## config.mk

```make
export PLATFORM = sky130hd
export DESIGN_NAME = rtc_bcd_core
export DESIGN_NICKNAME = d
export VERILOG_FILES = /design/src/rtl/rtc_bcd_pkg.sv /design/src/rtl/rtc_prescaler.sv /design/src/rtl/rtc_calendar.sv /design/src/rtl/rtc_ctrl_regs.sv /design/src/rtl/rtc_bcd_core.sv
export SDC_FILE = /design/constraint.sdc
export NUM_CORES = 1
export LEC_CHECK = 0
export BUFFER_PORTS_ARGS = -buffer_cell sky130_fd_sc_hd__buf_4
export CAP_MARGIN = 20
export CORE_MARGIN = 2
export CORE_UTILIZATION = 56
export CTS_CLUSTER_DIAMETER = 200
export DETAILED_ROUTE_END_ITERATION = 10
export PLACE_DENSITY = 0.78
export SYNTH_ARGS = -nofsm -noshare
export SYNTH_HDL_FRONTEND = slang
export SYNTH_HIERARCHICAL = 1
export SYNTH_SLANG_ARGS = --single-unit
```

## constraint.sdc

```tcl
create_clock -name clk -period 2.95 [get_ports clk]
set_input_delay 0 -clock clk [delete_from_list [all_inputs] [get_ports clk]]
set_output_delay 0 -clock clk [all_outputs]
set_load 0.01 [all_outputs]
```

## src/rtl/rtc_bcd_pkg.sv

```systemverilog
package rtc_bcd_pkg;

  localparam int ADDR_W  = 4;
  localparam int DATA_W  = 16;
  localparam int FIELD_W = 8;
  localparam int NUM_FLD = 7;

  localparam logic [ADDR_W-1:0] IDX_SUBSEC = ADDR_W'(0);
  localparam logic [ADDR_W-1:0] IDX_CTRL1  = ADDR_W'(14);
  localparam logic [ADDR_W-1:0] IDX_CTRL2  = ADDR_W'(15);

  typedef struct packed {
    logic [FIELD_W-1:0]   sec;
    logic [FIELD_W-1:0]   min;
    logic [FIELD_W-1:0]   hr;
    logic [FIELD_W-1:0]   wk;
    logic [FIELD_W-1:0]   day;
    logic [FIELD_W-1:0]   mon;
    logic [2*FIELD_W-1:0] yr;
  } rtc_time_t;

  localparam rtc_time_t RESET_TIME = '{sec: 8'h00, min: 8'h00, hr: 8'h00,
                                       wk: 8'h00, day: 8'h01, mon: 8'h01,
                                       yr: 16'h2000};

  function automatic logic [7:0] bcd_inc8(input logic [7:0] b);
    if (b[3:0] == 4'd9) return {b[7:4] + 4'd1, 4'h0};
    return {b[7:4], b[3:0] + 4'd1};
  endfunction

  // two-digit BCD value divisible by four
  function automatic logic bcd_div4(input logic [7:0] b);
    if (!b[4]) return (b[3:0] == 4'd0) || (b[3:0] == 4'd4) || (b[3:0] == 4'd8);
    return (b[3:0] == 4'd2) || (b[3:0] == 4'd6);
  endfunction

  function automatic logic bcd_leap(input logic [15:0] y);
    if (y[7:0] == 8'h00) return bcd_div4(y[15:8]);
    return bcd_div4(y[7:0]);
  endfunction

  function automatic logic [7:0] month_last_day(input logic [7:0] m, input logic [15:0] y);
    case (m)
      8'h02:                      return bcd_leap(y) ? 8'h29 : 8'h28;
      8'h04, 8'h06, 8'h09, 8'h11: return 8'h30;
      default:                    return 8'h31;
    endcase
  endfunction

endpackage

```

## src/rtl/rtc_prescaler.sv

```systemverilog
module rtc_prescaler #(
  parameter int CLK_PER_TICK  = 4,
  parameter int TICKS_PER_SEC = 128,
  localparam int SUB_W = $clog2(TICKS_PER_SEC)
) (
  input  logic             clk,
  input  logic             rst_n,
  input  logic             run,
  input  logic             clr,
  output logic [SUB_W-1:0] subsec,
  output logic             sec_pulse
);

  localparam int DIV_W = (CLK_PER_TICK > 1) ? $clog2(CLK_PER_TICK) : 1;
  localparam logic [DIV_W-1:0] DIV_LAST = DIV_W'(CLK_PER_TICK - 1);
  localparam logic [SUB_W-1:0] SUB_LAST = SUB_W'(TICKS_PER_SEC - 1);

  logic [DIV_W-1:0] div_q;
  logic             tick;

  assign tick      = run && !clr && (div_q == DIV_LAST);
  assign sec_pulse = tick && (subsec == SUB_LAST);

  always_ff @(posedge clk or negedge rst_n) begin
    if (!rst_n) begin
      div_q  <= '0;
      subsec <= '0;
    end else if (clr) begin
      div_q  <= '0;
      subsec <= '0;
    end else if (run) begin
      div_q <= tick ? '0 : div_q + DIV_W'(1);
      if (tick) subsec <= sec_pulse ? '0 : subsec + SUB_W'(1);
    end
  end

  a_r2_sub_wraps: assert property (@(posedge clk) disable iff (!rst_n)
    sec_pulse |=> (subsec == '0));

  a_r4_clr_zeroes: assert property (@(posedge clk) disable iff (!rst_n)
    clr |=> (subsec == '0) && (div_q == '0));

  a_r3_idle_holds: assert property (@(posedge clk) disable iff (!rst_n)
    (!run && !clr) |=> $stable(subsec));

endmodule

```

## src/rtl/rtc_calendar.sv

```systemverilog
module rtc_calendar
  import rtc_bcd_pkg::*;
(
  input  logic                 clk,
  input  logic                 rst_n,
  input  logic                 sec_pulse,
  input  logic [NUM_FLD-1:0]   fld_we,
  input  logic [DATA_W-1:0]    wdata,
  output rtc_time_t            now
);

  logic [7:0] last_day;
  logic s_wrap, m_wrap, h_wrap, d_wrap, mo_wrap, y_wrap;
  logic any_we;

  assign last_day = month_last_day(now.mon, now.yr);
  assign s_wrap   = now.sec == 8'h59;
  assign m_wrap   = s_wrap && (now.min == 8'h59);
  assign h_wrap   = m_wrap && (now.hr == 8'h23);
  assign d_wrap   = h_wrap && (now.day == last_day);
  assign mo_wrap  = d_wrap && (now.mon == 8'h12);
  assign y_wrap   = mo_wrap && (now.yr[7:0] == 8'h99);
  assign any_we   = |fld_we;

  always_ff @(posedge clk or negedge rst_n) begin
    if (!rst_n) begin
      now <= RESET_TIME;
    end else begin
      if (fld_we[0]) now.sec <= wdata[7:0];
      else if (sec_pulse) now.sec <= s_wrap ? 8'h00 : bcd_inc8(now.sec);

      if (fld_we[1]) now.min <= wdata[7:0];
      else if (sec_pulse && s_wrap) now.min <= m_wrap ? 8'h00 : bcd_inc8(now.min);

      if (fld_we[2]) now.hr <= wdata[7:0];
      else if (sec_pulse && m_wrap) now.hr <= h_wrap ? 8'h00 : bcd_inc8(now.hr);

      if (fld_we[3]) now.wk <= wdata[7:0];
      else if (sec_pulse && h_wrap) now.wk <= (now.wk == 8'h06) ? 8'h00 : bcd_inc8(now.wk);

      if (fld_we[4]) now.day <= wdata[7:0];
      else if (sec_pulse && h_wrap) now.day <= d_wrap ? 8'h01 : bcd_inc8(now.day);

      if (fld_we[5]) now.mon <= wdata[7:0];
      else if (sec_pulse && d_wrap) now.mon <= mo_wrap ? 8'h01 : bcd_inc8(now.mon);

      if (fld_we[6]) now.yr <= wdata;
      else if (sec_pulse && mo_wrap) begin
        now.yr[7:0] <= y_wrap ? 8'h00 : bcd_inc8(now.yr[7:0]);
        if (y_wrap)
          now.yr[15:8] <= (now.yr[15:8] == 8'h99) ? 8'h00 : bcd_inc8(now.yr[15:8]);
      end
    end
  end

  a_r5_sec_wrap: assert property (@(posedge clk) disable iff (!rst_n)
    (sec_pulse && !any_we && now.sec == 8'h59) |=> (now.sec == 8'h00));

  a_r5_hour_wrap: assert property (@(posedge clk) disable iff (!rst_n)
    (sec_pulse && !any_we && now.sec == 8'h59 && now.min == 8'h59 && now.hr == 8'h23)
      |=> (now.hr == 8'h00) && (now.min == 8'h00));

  a_r8_week_wrap: assert property (@(posedge clk) disable iff (!rst_n)
    (sec_pulse && !any_we && now.sec == 8'h59 && now.min == 8'h59 &&
     now.hr == 8'h23 && now.wk == 8'h06) |=> (now.wk == 8'h00));

  a_r6_year_end: assert property (@(posedge clk) disable iff (!rst_n)
    (sec_pulse && !any_we && now.sec == 8'h59 && now.min == 8'h59 && now.hr == 8'h23 &&
     now.day == 8'h31 && now.mon == 8'h12) |=> (now.mon == 8'h01) && (now.day == 8'h01));

  a_r11_no_write_no_change: assert property (@(posedge clk) disable iff (!rst_n)
    (!sec_pulse && !any_we) |=> $stable(now));

endmodule

```

## src/rtl/rtc_ctrl_regs.sv

```systemverilog
module rtc_ctrl_regs (
  input  logic clk,
  input  logic rst_n,
  input  logic c1_we,
  input  logic c2_we,
  input  logic wr_cf,
  input  logic wr_cie,
  input  logic wr_en,
  input  logic wr_rst,
  input  logic wr_start,
  input  logic sec_pulse,
  output logic cf,
  output logic cie,
  output logic rtc_en,
  output logic run,
  output logic presc_clr,
  output logic carry_irq
);

  assign presc_clr = c2_we && wr_rst;
  assign carry_irq = cf && cie;

  always_ff @(posedge clk or negedge rst_n) begin
    if (!rst_n) begin
      cf     <= 1'b0;
      cie    <= 1'b0;
      rtc_en <= 1'b0;
      run    <= 1'b0;
    end else begin
      if (sec_pulse)             cf <= 1'b1;
      else if (c1_we && !wr_cf)  cf <= 1'b0;
      if (c1_we) cie <= wr_cie;
      if (c2_we) begin
        rtc_en <= wr_en;
        run    <= wr_start;
      end
    end
  end

  a_r9_flag_sets: assert property (@(posedge clk) disable iff (!rst_n)
    sec_pulse |=> cf);

  a_r9_flag_sticky: assert property (@(posedge clk) disable iff (!rst_n)
    (cf && !c1_we) |=> cf);

  a_r10_irq_follows: assert property (@(posedge clk) disable iff (!rst_n)
    (sec_pulse && cie && !c1_we) |=> carry_irq);

endmodule

```

## src/rtl/rtc_bcd_core.sv

```systemverilog
module rtc_bcd_core
  import rtc_bcd_pkg::*;
#(
  parameter int CLK_PER_TICK  = 4,
  parameter int TICKS_PER_SEC = 128
) (
  input  logic              clk,
  input  logic              rst_n,
  input  logic              bus_wr,
  input  logic [3:0]        bus_addr,
  input  logic [15:0]       bus_wdata,
  output logic [15:0]       bus_rdata,
  output logic              carry_irq
);

  localparam int SUB_W = $clog2(TICKS_PER_SEC);

  logic [SUB_W-1:0]   subsec;
  logic               sec_pulse;
  logic               run, presc_clr, cf, cie, rtc_en;
  logic [NUM_FLD-1:0] fld_we;
  logic               c1_we, c2_we;
  rtc_time_t          now;

  for (genvar gi = 0; gi < NUM_FLD; gi++) begin : g_fld_we
    assign fld_we[gi] = bus_wr && (bus_addr == ADDR_W'(gi + 1));
  end

  assign c1_we = bus_wr && (bus_addr == IDX_CTRL1);
  assign c2_we = bus_wr && (bus_addr == IDX_CTRL2);

  rtc_ctrl_regs u_ctrl (
    .clk       (clk),
    .rst_n     (rst_n),
    .c1_we     (c1_we),
    .c2_we     (c2_we),
    .wr_cf     (bus_wdata[7]),
    .wr_cie    (bus_wdata[4]),
    .wr_en     (bus_wdata[3]),
    .wr_rst    (bus_wdata[1]),
    .wr_start  (bus_wdata[0]),
    .sec_pulse (sec_pulse),
    .cf        (cf),
    .cie       (cie),
    .rtc_en    (rtc_en),
    .run       (run),
    .presc_clr (presc_clr),
    .carry_irq (carry_irq)
  );

  rtc_prescaler #(
    .CLK_PER_TICK  (CLK_PER_TICK),
    .TICKS_PER_SEC (TICKS_PER_SEC)
  ) u_presc (
    .clk       (clk),
    .rst_n     (rst_n),
    .run       (run),
    .clr       (presc_clr),
    .subsec    (subsec),
    .sec_pulse (sec_pulse)
  );

  rtc_calendar u_cal (
    .clk       (clk),
    .rst_n     (rst_n),
    .sec_pulse (sec_pulse),
    .fld_we    (fld_we),
    .wdata     (bus_wdata),
    .now       (now)
  );

  always_comb begin
    bus_rdata = '0;
    case (bus_addr)
      IDX_SUBSEC:  bus_rdata = DATA_W'(subsec);
      ADDR_W'(1):  bus_rdata = {8'h00, now.sec};
      ADDR_W'(2):  bus_rdata = {8'h00, now.min};
      ADDR_W'(3):  bus_rdata = {8'h00, now.hr};
      ADDR_W'(4):  bus_rdata = {8'h00, now.wk};
      ADDR_W'(5):  bus_rdata = {8'h00, now.day};
      ADDR_W'(6):  bus_rdata = {8'h00, now.mon};
      ADDR_W'(7):  bus_rdata = now.yr;
      IDX_CTRL1:   bus_rdata = {8'h00, cf, 2'b00, cie, 4'b0000};
      IDX_CTRL2:   bus_rdata = {8'h00, 4'b0000, rtc_en, 2'b00, run};
      default:     bus_rdata = '0;
    endcase
  end

  a_r3_no_carry_stopped: assert property (@(posedge clk) disable iff (!rst_n)
    !run |-> !sec_pulse);

endmodule

```

==> results.sh <==
export IMPL_avgSynthCellArea_um2=8.414
export IMPL_ant_nets=0
export IMPL_dp_slack_ns=-0.1181
export IMPL_crit_path_end_kind="flip-flop"
export IMPL_drt_wirelength_per_cell_um=20.45
export IMPL_switchingPower_uw=1483
export IMPL_clk_latency_ns=0.37
export IMPL_syn_num_nets=762
export IMPL_worstRegToRegCells=9
export IMPL_powerDensity_nw_per_um2=542.3
export IMPL_crit_end="u_cal/now[21]$_DFFE_PN0P_"
export IMPL_power_share_switching_pct=38.76
export IMPL_setup_tns_ns=0
export IMPL_netlist_top_cells_count="dfrtp_1, nand2_1, o21ai_0, nor2_1, a21oi_1"
export IMPL_drv_slew=0
export IMPL_coreArea_um2=10370
export IMPL_setup_worst_path_start_class="flip-flop"
export IMPL_grt_pass1_vias=5700
export IMPL_initial_core_util_pct=57.77
export IMPL_reg2reg_from="u_cal/now[5]$_DFFE_PN0P_"
export IMPL_yosysMostFrequentCell="dfrtp_1"
export IMPL_die_area_um2=11540
export IMPL_num_vias=6221
export IMPL_rrSetupSlack_ns=0.12
export IMPL_synth_area_leaders="dfrtp_1, ha_1, o21ai_0"
export IMPL_skew_ns=0.01512
export IMPL_total_power_uw=3827
export IMPL_crit_start="u_cal/now[5]$_DFFE_PN0P_"
export IMPL_cts_made_buffers=9
export IMPL_pwr_share_clk_pct=22.7
export IMPL_final_area_um2=7057
export IMPL_cp_cell_sequence="inv_1 > ha_1 > nor4b_1 > o211ai_1 > a211oi_2 > o21ai_2 > a211oi_1 > o21ai_0 > a221oi_1"
export IMPL_clock_sinks=77
export IMPL_ios=40
export IMPL_dr_pass1_iters=5
export IMPL_synthCells=712
export IMPL_sequentialPowerShare_pct=44.7
export IMPL_fin_cells=927
export IMPL_ys_seq_elements=77
export IMPL_critPathMaxFanout=13
export IMPL_die_h_um=107.4
export IMPL_power_frac_comb_pct=32.6
export IMPL_max_slew_worst_pin_slew_ns=0.8949
export IMPL_portBuffers=39
export IMPL_yosys_area_top_type_share_pct=30.91
export IMPL_r2r_end="u_cal/now[21]$_DFFE_PN0P_"
export IMPL_hp_class="primary input to flip-flop"
export IMPL_fin_crit_sh_pct=96.10
export IMPL_cts_tree="done"
export IMPL_irDropWorstVdd_uv=428.5
export IMPL_synth_edff_count=0
export IMPL_dp_hpwl_um=13510
export IMPL_path_class="flip-flop to flip-flop"
export IMPL_cp_required_ns=3.20
export IMPL_cp_slowest_stage_delay_ns=0.54
export IMPL_cp_slowest_cell="a211oi_1"
export IMPL_insertedDiodeCount=0
export IMPL_clk_pin_slew_ns=0.10
export IMPL_viasPerCell=6.711
export IMPL_drtIter0Drc=614
export IMPL_post_route_min_period_ns=2.835
export IMPL_grt_pass1_wl_um=30170
export IMPL_nets=836
export IMPL_syn_area_um2=5991
export IMPL_yosysWarnings=6
export IMPL_slew_headroom_pct=40.12
export IMPL_die_x_um=107.4
export IMPL_rsz0062_at_grt="false"
export IMPL_synth_ff_type="dfrtp_1"
export IMPL_timing_fmax_mhz=352.7
export IMPL_power_leakage_uw=0.002874
export IMPL_gp_congestion=0.9607
export IMPL_drt_drc_violations_left=0
export IMPL_grt_max_degree=78
export IMPL_p_int_uw=2344
export IMPL_routed_wl_um=18960
export IMPL_grt_usage_pct=33.90
export IMPL_grt_ovfl_total=0
export IMPL_setup_ws_ns=0.1150
export IMPL_place_inst=890
export IMPL_max_cap_violations=0
export IMPL_status="finished clean"
export IMPL_area_growth_pct=17.79
export IMPL_report_final_hold_viol_count=0
export IMPL_setup_violations_final=0
export IMPL_ys_types=79
export IMPL_root_buffer="clkbuf_8"
export IMPL_cts_path_max_buffers=2
export IMPL_grt_antenna_before_repair=0
export IMPL_drive_above_1_share_pct=17.19
export IMPL_async_reset_ff_share_pct=100.0
export IMPL_cts_htree_levels=3
export IMPL_yosys_area_top_type="dfrtp_1"
export IMPL_postPlaceCellArea_um2=6589
export IMPL_ys_seq_area_share_pct=32.23
export IMPL_arrival_ns=3.09
export IMPL_row_count=37
-- power groups by stage --
stage	Sequential [uW]	Clock (uW)	Combinational [uW]
3_5_place_dp	1710	0	1190
2_1_floorplan	1580	0	860
6_report	1710	868	1250
4_1_cts	1690	882	1210
3_3_place_gp	1690	0	1140
5_1_grt	1760	937	1390
-- repair_timing --
| item | in CTS | in global routing |
|---|---|---|
| hold buffers | 17 | 1 |
| hold endpoints to repair | 115 | 7 |
| endpoints found under the setup margin | 1 | 30 |
| pin swaps | 0 | 2 |
| resized for setup | 2 | 9 |
| setup buffers | 0 | 2 |
-- routing by layer --
metal | share of wire, % | vias up | GRT usage [%]
met5 | 0 | - | 0
met4 | 3.6 | 0 | 14.65
met1 | 42 | 3040 | 48.55
met2 | 44 | 344 | 50.05
met3 | 9.7 | 48 | 6.356
li1 | - | 2789 | -
-- final cells by class --
type                    instances  area [um2]
well taps                     136       170.2
inverters                      25       93.84
clock inverters                 5       58.81
flip-flops and latches         77        1932
clock buffers                  11       151.4
fillers                       857        3313
multi-input cells             570        3812
repair buffers                103       838.3
-- through the flow --
step	hold WS (ns)	util, %
final	0.1132	68.05
after global routing	0.1467	68.05
after CTS	0.1051	67.27
after detailed placement	0.2235	63.54
after global placement	0.2095	63.54
after floorplan	-0.2956	-
-- worst min path at each step --
stage                   from  cells past startpoint  slack (ns)                   endpoint
2_1_floorplan          rst_n                      0       -0.30   u_cal/now[0]$_DFFE_PN0P_
3_3_place_gp   bus_wdata[10]                      3        0.21  u_cal/now[10]$_DFFE_PN0P_
3_5_place_dp    bus_wdata[8]                      3        0.22   u_cal/now[8]$_DFFE_PN0P_
4_1_cts          bus_addr[2]                      5        0.11      u_ctrl/cf$_DFFE_PN0P_
5_1_grt          bus_addr[2]                      4        0.15     u_ctrl/cie$_DFFE_PN0P_
6_report         bus_addr[2]                      5        0.11      u_ctrl/cf$_DFFE_PN0P_
-- worst max-delay path, delay by kind of cell (launching register included) --
kind / cells / cell delay (ns)
AOI/OAI and AO/OA: 6 / 1.75
adders and majority gates: 1 / 0.14
and+or+nand+nor: 1 / 0.35
DFF: 1 / 0.38
buffers and inverters: 1 / 0.09
-- cells by family (layout without fill, tap and decap cells) --
logic type	after synthesis	count (layout)	synth area share (%)
mux	26	26	5.451
fa+ha+maj	27	27	5.639
simple gates	307	307	28.36
buf+inv	65	144	4.804
xor+xnor	12	12	1.754
flops	77	77	32.23
compound gates	198	198	21.76
-- cells in the final DEF, fill, tap and decap left out, drive strengths merged, types with 5 or more instances in the layout --
cell	synthesis	layout
ha	27	27
dlygate4sd3	0	18
a21oi	39	39
o21ai	64	64
nand4b	5	5
mux2i	12	12
a211oi	13	13
nor2b	16	16
or3	6	6
nand4	7	7
buf	19	85
and3	8	8
nor3	23	23
nand3b	16	16
nand2	73	73
nand3	31	31
or4	6	6
xnor2	8	8
nand2b	16	16
mux2	11	11
and3b	10	10
nor2	49	49
inv	25	25
a31oi	15	15
dfrtp	74	74
and2	12	12
a2111oi	7	7
nor3b	7	7
o31ai	6	6
nor4b	8	8
o211ai	7	7
clkbuf	21	11
-- sequential cells by signal, indices dropped and copies added, names as in the netlist --
register        count
u_ctrl/cf           1
u_ctrl/cie          1
u_cal/now          64
u_presc/div_q       2
u_presc/subsec      7
u_ctrl/run          1
u_ctrl/rtc_en       1
Note: power is estimated with default switching activity, not from simulation.
